==> config.mk <==
export PLATFORM = sky130hd
export DESIGN_NAME = serial_cfg_port
export DESIGN_NICKNAME = d
export VERILOG_FILES = /design/src/rtl/serial_cfg_port.sv
export SDC_FILE = /design/constraint.sdc
export NUM_CORES = 1
export LEC_CHECK = 0
export BUFFER_PORTS_ARGS = -buffer_cell sky130_fd_sc_hd__buf_2
export CORE_MARGIN = 3
export CORE_UTILIZATION = 55
export DETAILED_ROUTE_END_ITERATION = 16
export PLACE_DENSITY = 0.83
export SYNTH_ARGS = -nofsm -noshare
export SYNTH_HDL_FRONTEND = slang
export SYNTH_SLANG_ARGS = --single-unit
==> constraint.sdc <==
create_clock -name clk -period 4.18 [get_ports clk]
set_input_delay 0.418 -clock clk [delete_from_list [all_inputs] [get_ports clk]]
set_output_delay 0.418 -clock clk [all_outputs]
set_load 0.01 [all_outputs]
==> src/rtl/serial_cfg_port.sv <==
module serial_cfg_port #(
  parameter int ADDR_W = 5,
  parameter int DATA_W = 8
) (
  input  logic                              clk,
  input  logic                              rst,
  input  logic                              cs_n,
  input  logic                              sclk,
  input  logic                              sdio_i,
  input  logic                              sync_abort,
  output logic                              sdio_o,
  output logic                              sdio_oe,
  output logic                              sdo_o,
  output logic                              sdo_oe,
  output logic [(1<<ADDR_W)*DATA_W-1:0]     regs_o
);
  localparam int NREG  = 1 << ADDR_W;
  localparam int CNT_W = DATA_W - 1 - ADDR_W;
  localparam int BIT_W = $clog2(DATA_W);

  typedef enum logic [1:0] {PH_INS, PH_WR, PH_RD} phase_t;

  phase_t             phase_q;
  logic               sclk_q;
  logic [BIT_W-1:0]   bit_q;
  logic [DATA_W-1:0]  rx_q, tx_q;
  logic [ADDR_W-1:0]  addr_q;
  logic [CNT_W-1:0]   left_q;
  logic               out_q, drive_q;
  logic [DATA_W-1:0]  regs_q [NREG];

  wire rise  = sclk & ~sclk_q;
  wire fall  = ~sclk & sclk_q;
  wire quiet = cs_n | sync_abort;
  wire [DATA_W-1:0] byte_in   = {rx_q[DATA_W-2:0], sdio_i};
  wire              byte_done = rise && (bit_q == BIT_W'(DATA_W-1));
  wire [ADDR_W-1:0] ins_addr  = byte_in[ADDR_W-1:0];
  wire [ADDR_W-1:0] addr_nx   = addr_q - ADDR_W'(1);
  wire              in_only   = regs_q[0][DATA_W-1];
  wire              last_byte = (left_q == '0);

  always_ff @(posedge clk) begin
    if (rst) sclk_q <= 1'b0;
    else     sclk_q <= sclk;
  end

  always_ff @(posedge clk) begin
    if (rst) begin
      phase_q <= PH_INS;
      bit_q   <= '0;
      rx_q    <= '0;
      tx_q    <= '0;
      addr_q  <= '0;
      left_q  <= '0;
      out_q   <= 1'b0;
      drive_q <= 1'b0;
    end else if (quiet) begin
      phase_q <= PH_INS;
      bit_q   <= '0;
      drive_q <= 1'b0;
    end else begin
      if (rise) begin
        rx_q  <= byte_in;
        bit_q <= byte_done ? '0 : bit_q + BIT_W'(1);
      end
      if (byte_done) begin
        case (phase_q)
          PH_INS: begin
            addr_q  <= ins_addr;
            left_q  <= byte_in[DATA_W-2 -: CNT_W];
            tx_q    <= regs_q[ins_addr];
            phase_q <= byte_in[DATA_W-1] ? PH_RD : PH_WR;
          end
          PH_WR: begin
            addr_q <= addr_nx;
            left_q <= left_q - CNT_W'(1);
            if (last_byte) phase_q <= PH_INS;
          end
          default: begin
            addr_q <= addr_nx;
            left_q <= left_q - CNT_W'(1);
            tx_q   <= regs_q[addr_nx];
            if (last_byte) phase_q <= PH_INS;
          end
        endcase
      end
      if (fall && phase_q == PH_RD) begin
        out_q   <= tx_q[DATA_W-1];
        tx_q    <= {tx_q[DATA_W-2:0], 1'b0};
        drive_q <= 1'b1;
      end else if (phase_q != PH_RD) begin
        drive_q <= 1'b0;
      end
    end
  end

  always_ff @(posedge clk) begin
    if (rst) begin
      for (int i = 0; i < NREG; i++) regs_q[i] <= '0;
    end else if (!quiet && byte_done && phase_q == PH_WR) begin
      regs_q[addr_q] <= byte_in;
    end
  end

  for (genvar g = 0; g < NREG; g++) begin : g_view
    assign regs_o[g*DATA_W +: DATA_W] = regs_q[g];
  end

  assign sdio_o  = out_q;
  assign sdo_o   = out_q;
  assign sdio_oe = drive_q & ~in_only;
  assign sdo_oe  = drive_q & in_only;

  assert_release_on_deselect_R9: assert property (@(posedge clk) disable iff (rst)
    cs_n |=> !sdio_oe && !sdo_oe);
  assert_deselect_keeps_regs_R6: assert property (@(posedge clk) disable iff (rst)
    cs_n |=> $stable(regs_o));
  assert_abort_releases_R7: assert property (@(posedge clk) disable iff (rst)
    sync_abort |=> !sdio_oe && !sdo_oe);
  assert_abort_keeps_regs_R7: assert property (@(posedge clk) disable iff (rst)
    sync_abort |=> $stable(regs_o));
  assert_drive_needs_select_R4: assert property (@(posedge clk) disable iff (rst)
    (sdio_oe || sdo_oe) |-> $past(!cs_n));
endmodule

# Yosys cells after proc, flatten, opt, wreduce, memory -nomap -nowiden
# Memory sizes are Yosys's and may differ from the RTL's.
# Cells that the tools add are included.
[word_totals]
register_bits = 30
ram_bits = 256
input_bits = 6
out_inout_bits = 260
n_memories = 1
[mem_list]
columns = ["memory", "depth", "word_bits", "read_ports", "rd_ports_with_merged_regs", "wr", "line", "text"]
rows = [
  ["regs_q", 32, 8, 34, 0, 32, "30", "logic [DATA_W-1:0] regs_q [NREG];"],
]
[classes]
n_addsub = 3
n_eq_ne = 5
muxes = 19
n_bitwise = 9
reduce_logical = 17
[op_table]
columns = ["operator", "count"]
rows = [
  ["8-bit two-way mux", 3],
  ["8-bit case mux with 2 select lines", 1],
  ["5-bit two-way mux", 2],
  ["1-bit two-way mux", 8],
  ["2-bit two-way mux", 4],
  ["2-bit AND reduction", 4],
  ["8-bit OR reduction", 1],
  ["2-bit nonzero test", 3],
  ["5-bit by 1-bit subtractor with 5-bit output, second input constant", 1],
  ["1-bit bitwise AND", 4],
  ["1-bit logical AND", 4],
  ["2-bit logical NOT", 2],
  ["2-bit inequality test, second input constant", 2],
  ["1-bit NOT", 4],
  ["3-bit by 1-bit adder with 3-bit output, second input constant", 1],
  ["3-bit == test, second input constant", 1],
  ["3-bit two-way mux", 1],
  ["3-bit AND reduction", 1],
  ["2-bit by 1-bit == test with 1-bit output, second input constant", 1],
  ["2-bit == test, second input constant", 1],
  ["2-bit OR reduction", 1],
  ["2-bit by 1-bit subtractor with 2-bit output, second input constant", 1],
  ["1-bit logical NOT", 1],
  ["1-bit OR", 1],
]

# Depth between registers and ports, before layout
[depth]
ltp_word = 10
ltp_mapped = 14
depth_no_buf = 8

# Worst setup path before layout
# No wires, ideal clock.
[synth_path]
kind = "register -> register"
from = "reg addr_q[0]"
to = "reg tx_q[3]"
setup_ps = 117
t_arrival_ps = 3104
t_required_ps = 4063
path_slack_ps = 959
stages_incl_launch_ff = 13
period_less_slack_ps = 3221
path_cell_list = "dfxtp_1 > buf_2 > buf_4 > buf_6 > inv_2 > ha_1 > xor2_4 > buf_12 > mux4_1 > mux2_2 > a211oi_1 > nand4_1 > a22o_1"
[synth_via]
elab_chain_len = 5
[synth_rtl]
columns = ["element", "line", "text"]
rows = [
  ["start: declaration", "27", "logic [ADDR_W-1:0] addr_q;"],
  ["start signal: assignment", "69", "addr_q <= ins_addr;"],
  ["start signal: assignment", "75", "addr_q <= addr_nx;"],
  ["start signal: assignment", "80", "addr_q <= addr_nx;"],
  ["5-bit by 1-bit subtractor with 5-bit output", "38", "wire [ADDR_W-1:0] addr_nx = addr_q - ADDR_W'(1);"],
  ["memory 32 x 8 bit", "--", ""],
  ["8-bit case mux with 2 select lines", "67", "case (phase_q)"],
  ["8-bit two-way mux", "66", "if (byte_done) begin"],
  ["8-bit two-way mux", "87", "if (fall && phase_q == PH_RD) begin"],
  ["end signal: assignment", "71", "tx_q <= regs_q[ins_addr];"],
  ["end signal: assignment", "82", "tx_q <= regs_q[addr_nx];"],
  ["end signal: assignment", "89", "tx_q <= {tx_q[DATA_W-2:0], 1'b0};"],
  ["end: declaration", "26", "logic [DATA_W-1:0] rx_q, tx_q;"],
]
# Every way passes these cells. The select of a mux whose other input is x is not followed.
# A chain may end at the register's enable or synchronous reset.

==> metrics.md <==
| Metric | Value |
|---|---|
| PnR worst setup slack | `0.804 ns` |
| Synth Area in Simple Gates | `16.5%` |
| Drt pass-1 iters | `5` |
| Worst-margin pin slew | `0.971 ns` |
| Complex-gate fraction of the synthesized area | `5.38%` |
| Initial Utilization | `56.1%` |
| Status | `completed` |
| # clock sinks | `286` |
| Antenna-violating nets left | `0` |
| Mux share of post-synthesis cell area | `20.8%` |
| Pleak | `6.65 nW` |
| Placed cell count | `1,751` |
| Startpoint types | `flop` |
| CTS buffer count | `29` |
| Worst min path class | `in -> reg` |
| Setup_tns | `0 ns` |
| Clk_lat worst skew | `0.56 ns` |
| H-tree depth | `1` |
| Post-CTS Setup Inserts | `0` |
| Ys flop type | `edfxtp_1` |
| Final worst path period share | `80.8%` |
| ANT cells | `0` |
| Clk_skew | `0.00692 ns` |
| Final hold vios | `0` |
| Maximum capacitance violations | `0` |
| Fill cells | `2,020` |
| Initial antenna violation count | `0` |
| Layout cells sized above 1 | `37.0%` |
| Vias in the first global route | `12,000` |
| Hold-critical path depth | `2` |
| Critical Path RT | `4.42 ns` |
| Vias post-DR | `12,200` |
| Total GRT Usage | `33.2%` |
| Main combinational cell family by area after synthesis | `multiplexers` |
| FF-to-FF path depth | `7` |
| Reg2reg end | `regs_q[13][4]$_SDFFCE_PN0P_` |
| First-pass GRT wire length | `76,300 um` |
| Placer Congestion | `0.987` |
| Hold Crit Start | `sclk` |
| Full die area | `30,500 sq um` |
| Synth Area in XOR/XNOR | `0.344%` |
| Crit Path Max Fanout | `13` |
| Crit path time final | `3.38 ns` |
| Largest net degree at the start of global routing | `64` |
| Clk Tree Root Cell | `clkbuf_16` |
| Post-layout util | `65.7%` |
| Area growth syn-to-layout | `17.1%` |
| Critical path endpoint category | `flop` |
| Net count, final | `1,418` |
| Hold worst-path end | `sclk_q$_SDFF_PP0_` |
| Reg2Reg Setup Slack | `0.80 ns` |
| CTS Hold Bufs | `0` |
| CORE AREA | `27,900 sq um` |
| Drt total wl | `51,700 um` |
| Layout Cells excl Fill | `1,804` |
| CTS tree | `built` |
| FMAX | `296 MHz` |
| Post-DR wirelength/cell | `28.7 um` |
| Cell Area, Synth | `15,600 sq um` |
| Seq/Total Area, Yosys | `53.1%` |
| Post-Syn Instances | `1,178` |
| Post-synth ARST share | `0%` |
| Post-cts resize count | `0` |
| Worst slew margin | `35.3%` |
| PortBufs | `265` |
| Post-Syn Nets | `1,192` |
| HPWL after DPL | `37,000 um` |
| Post-Synth Adder-Cell Area | `0.641%` |
| Setup Crit Path Kind | `reg -> reg` |
| RSZ-0062 raised after global routing | `false` |
| Arrival time at the worst endpoint | `3.62 ns` |
| Cell variety after synth | `58` |
| GR Overflow Total | `0` |
| Vias per cell | `6.75` |
| Setup violations, final | `0` |
| Core Rows | `61` |
| VDD IR max | `222 uV` |
| Clk slew on worst S/H paths | `0.07 ns` |
| Slew Viols, Final | `0` |
| I/O Pins | `266` |
| Remaining DRCs | `0` |
| Number of flops mapped to enable cells by yosys | `256` |
| RR Startpoint | `sclk_q$_SDFF_PP0_` |
| Syn Area/Cell | `13.3 sq um` |
| Pwr/cell area | `370 nW/um^2` |
| Maximum clock path buffer count | `3` |
| Die width | `175 um` |
| Pre-CTS setup slack | `0.785 ns` |
| Die height | `175 um` |
| DR iter-0 viols | `1,709` |
| Yosys reg bits | `286` |
| Syn. warnings | `0` |
metrics by stage:
step	instance area [sq um]	total power [mW]	hold slack, ns
final	18300	6.77	0.167
after global routing	18300	6.89	0.173
after CTS	18300	6.74	0.161
after detailed placement	17300	4.01	0.443
after global placement	17300	3.99	0.436
after floorplan	15600	3.71	0.420
synthesized netlist by cell type (8+ instances only):
cell	n	area share, %
a211oi_1	11	0.53
a21oi_1	30	0.96
a221oi_1	9	0.50
and2_1	195	7.8
buf_2	20	0.64
clkbuf_1	70	1.7
dfxtp_1	30	3.8
edfxtp_1	256	49
ha_1	8	0.64
mux2_2	38	2.7
mux2i_1	43	2.8
mux4_1	13	2.2
mux4_2	91	13
nand2_1	49	1.2
nand3_1	10	0.32
nor2_1	50	1.2
nor2b_1	12	0.48
nor3_1	72	2.3
nor4_1	14	0.56
o21ai_0	9	0.29
o22ai_1	17	0.68
or2_2	35	1.4
layer usage:
| layer | share of wire [%] | routed length, um | GRT usage (%) |
|---|---|---|---|
| met1 | 36 | 18500 | 45.3 |
| met4 | 4.4 | 2270 | 12.4 |
| met5 | 0.14 | 72 | 1.76 |
| met2 | 46 | 23900 | 52.3 |
| met3 | 13 | 6920 | 7.75 |
worst max-delay path, stage by stage (launching register included):
cell and delay [ns]:
dfxtp_1 0.35, nor4b_4 0.53, nand2_1 0.16, nor3b_2 0.37
nand2_1 0.51, buf_4 0.40, nor2_1 0.39, or2_2 0.34
registers in the layout, indices dropped and copies added (netlist names):
signal   cells
phase_q      2
regs_q     256
drive_q      1
tx_q         8
left_q       2
sdio_o       1
addr_q       5
rx_q         7
bit_q        3
sclk_q       1
cell type report:
cell class | count | area [sq um] | share of cell area [%]
flip-flops and latches | 286 | 8300 | 45.3
well taps | 378 | 473 | 2.58
inverters | 6 | 22.5 | 0.123
clock buffers | 37 | 830 | 4.53
clock inverters | 16 | 190 | 1.04
repair buffers | 302 | 1660 | 9.07
multi-input cells | 779 | 6820 | 37.3
logic make-up after synthesis:
group           Yosys count
flops                   286
buf+inv                 113
fa+ha+maj                 8
xor+xnor                  4
compound gates          121
mux                     185
simple gates            461
cell usage in the layout, fill, tap and decap left out, types with 7 or more instances in the layout:
cell type	n
nor2b_1	12
a21oi_1	30
nor2_1	50
and2_1	195
dfxtp_1	25
a211oi_1	11
nand3_1	10
or2_2	35
mux4_1	13
nand2_1	49
o22ai_1	17
ha_1	7
a21o_1	7
mux2i_1	43
mux2_2	38
a221oi_1	9
clkbuf_16	32
buf_2	264
mux4_2	91
nor4_1	14
buf_4	33
edfxtp_1	256
nor3_1	72
o21ai_0	9
worst max path at each step:
stage | start | to | slack, ns | depth (start not counted)
after detailed placement | sync_abort | regs_q[13][3]$_SDFFCE_PN0P_ | 0.79 | 8
after CTS | addr_q[0]$_SDFFE_PP0P_ | tx_q[7]$_SDFFE_PP0P_ | 0.79 | 9
final | sclk_q$_SDFF_PP0_ | regs_q[13][4]$_SDFFCE_PN0P_ | 0.80 | 7
after global routing | sclk_q$_SDFF_PP0_ | regs_q[13][4]$_SDFFCE_PN0P_ | 0.59 | 7
after global placement | sync_abort | regs_q[13][4]$_SDFFCE_PN0P_ | 0.83 | 8
after floorplan | addr_q[0]$_SDFFE_PP0P_ | tx_q[3]$_SDFFE_PP0P_ | 0.96 | 12
where the power goes:
| group | switching [mW] | internal [mW] |
|---|---|---|
| clock network | 1.15 | 1.65 |
| logic | 0.307 | 0.257 |
| registers | 0.165 | 3.24 |
(Power assumes the default switching activity.)
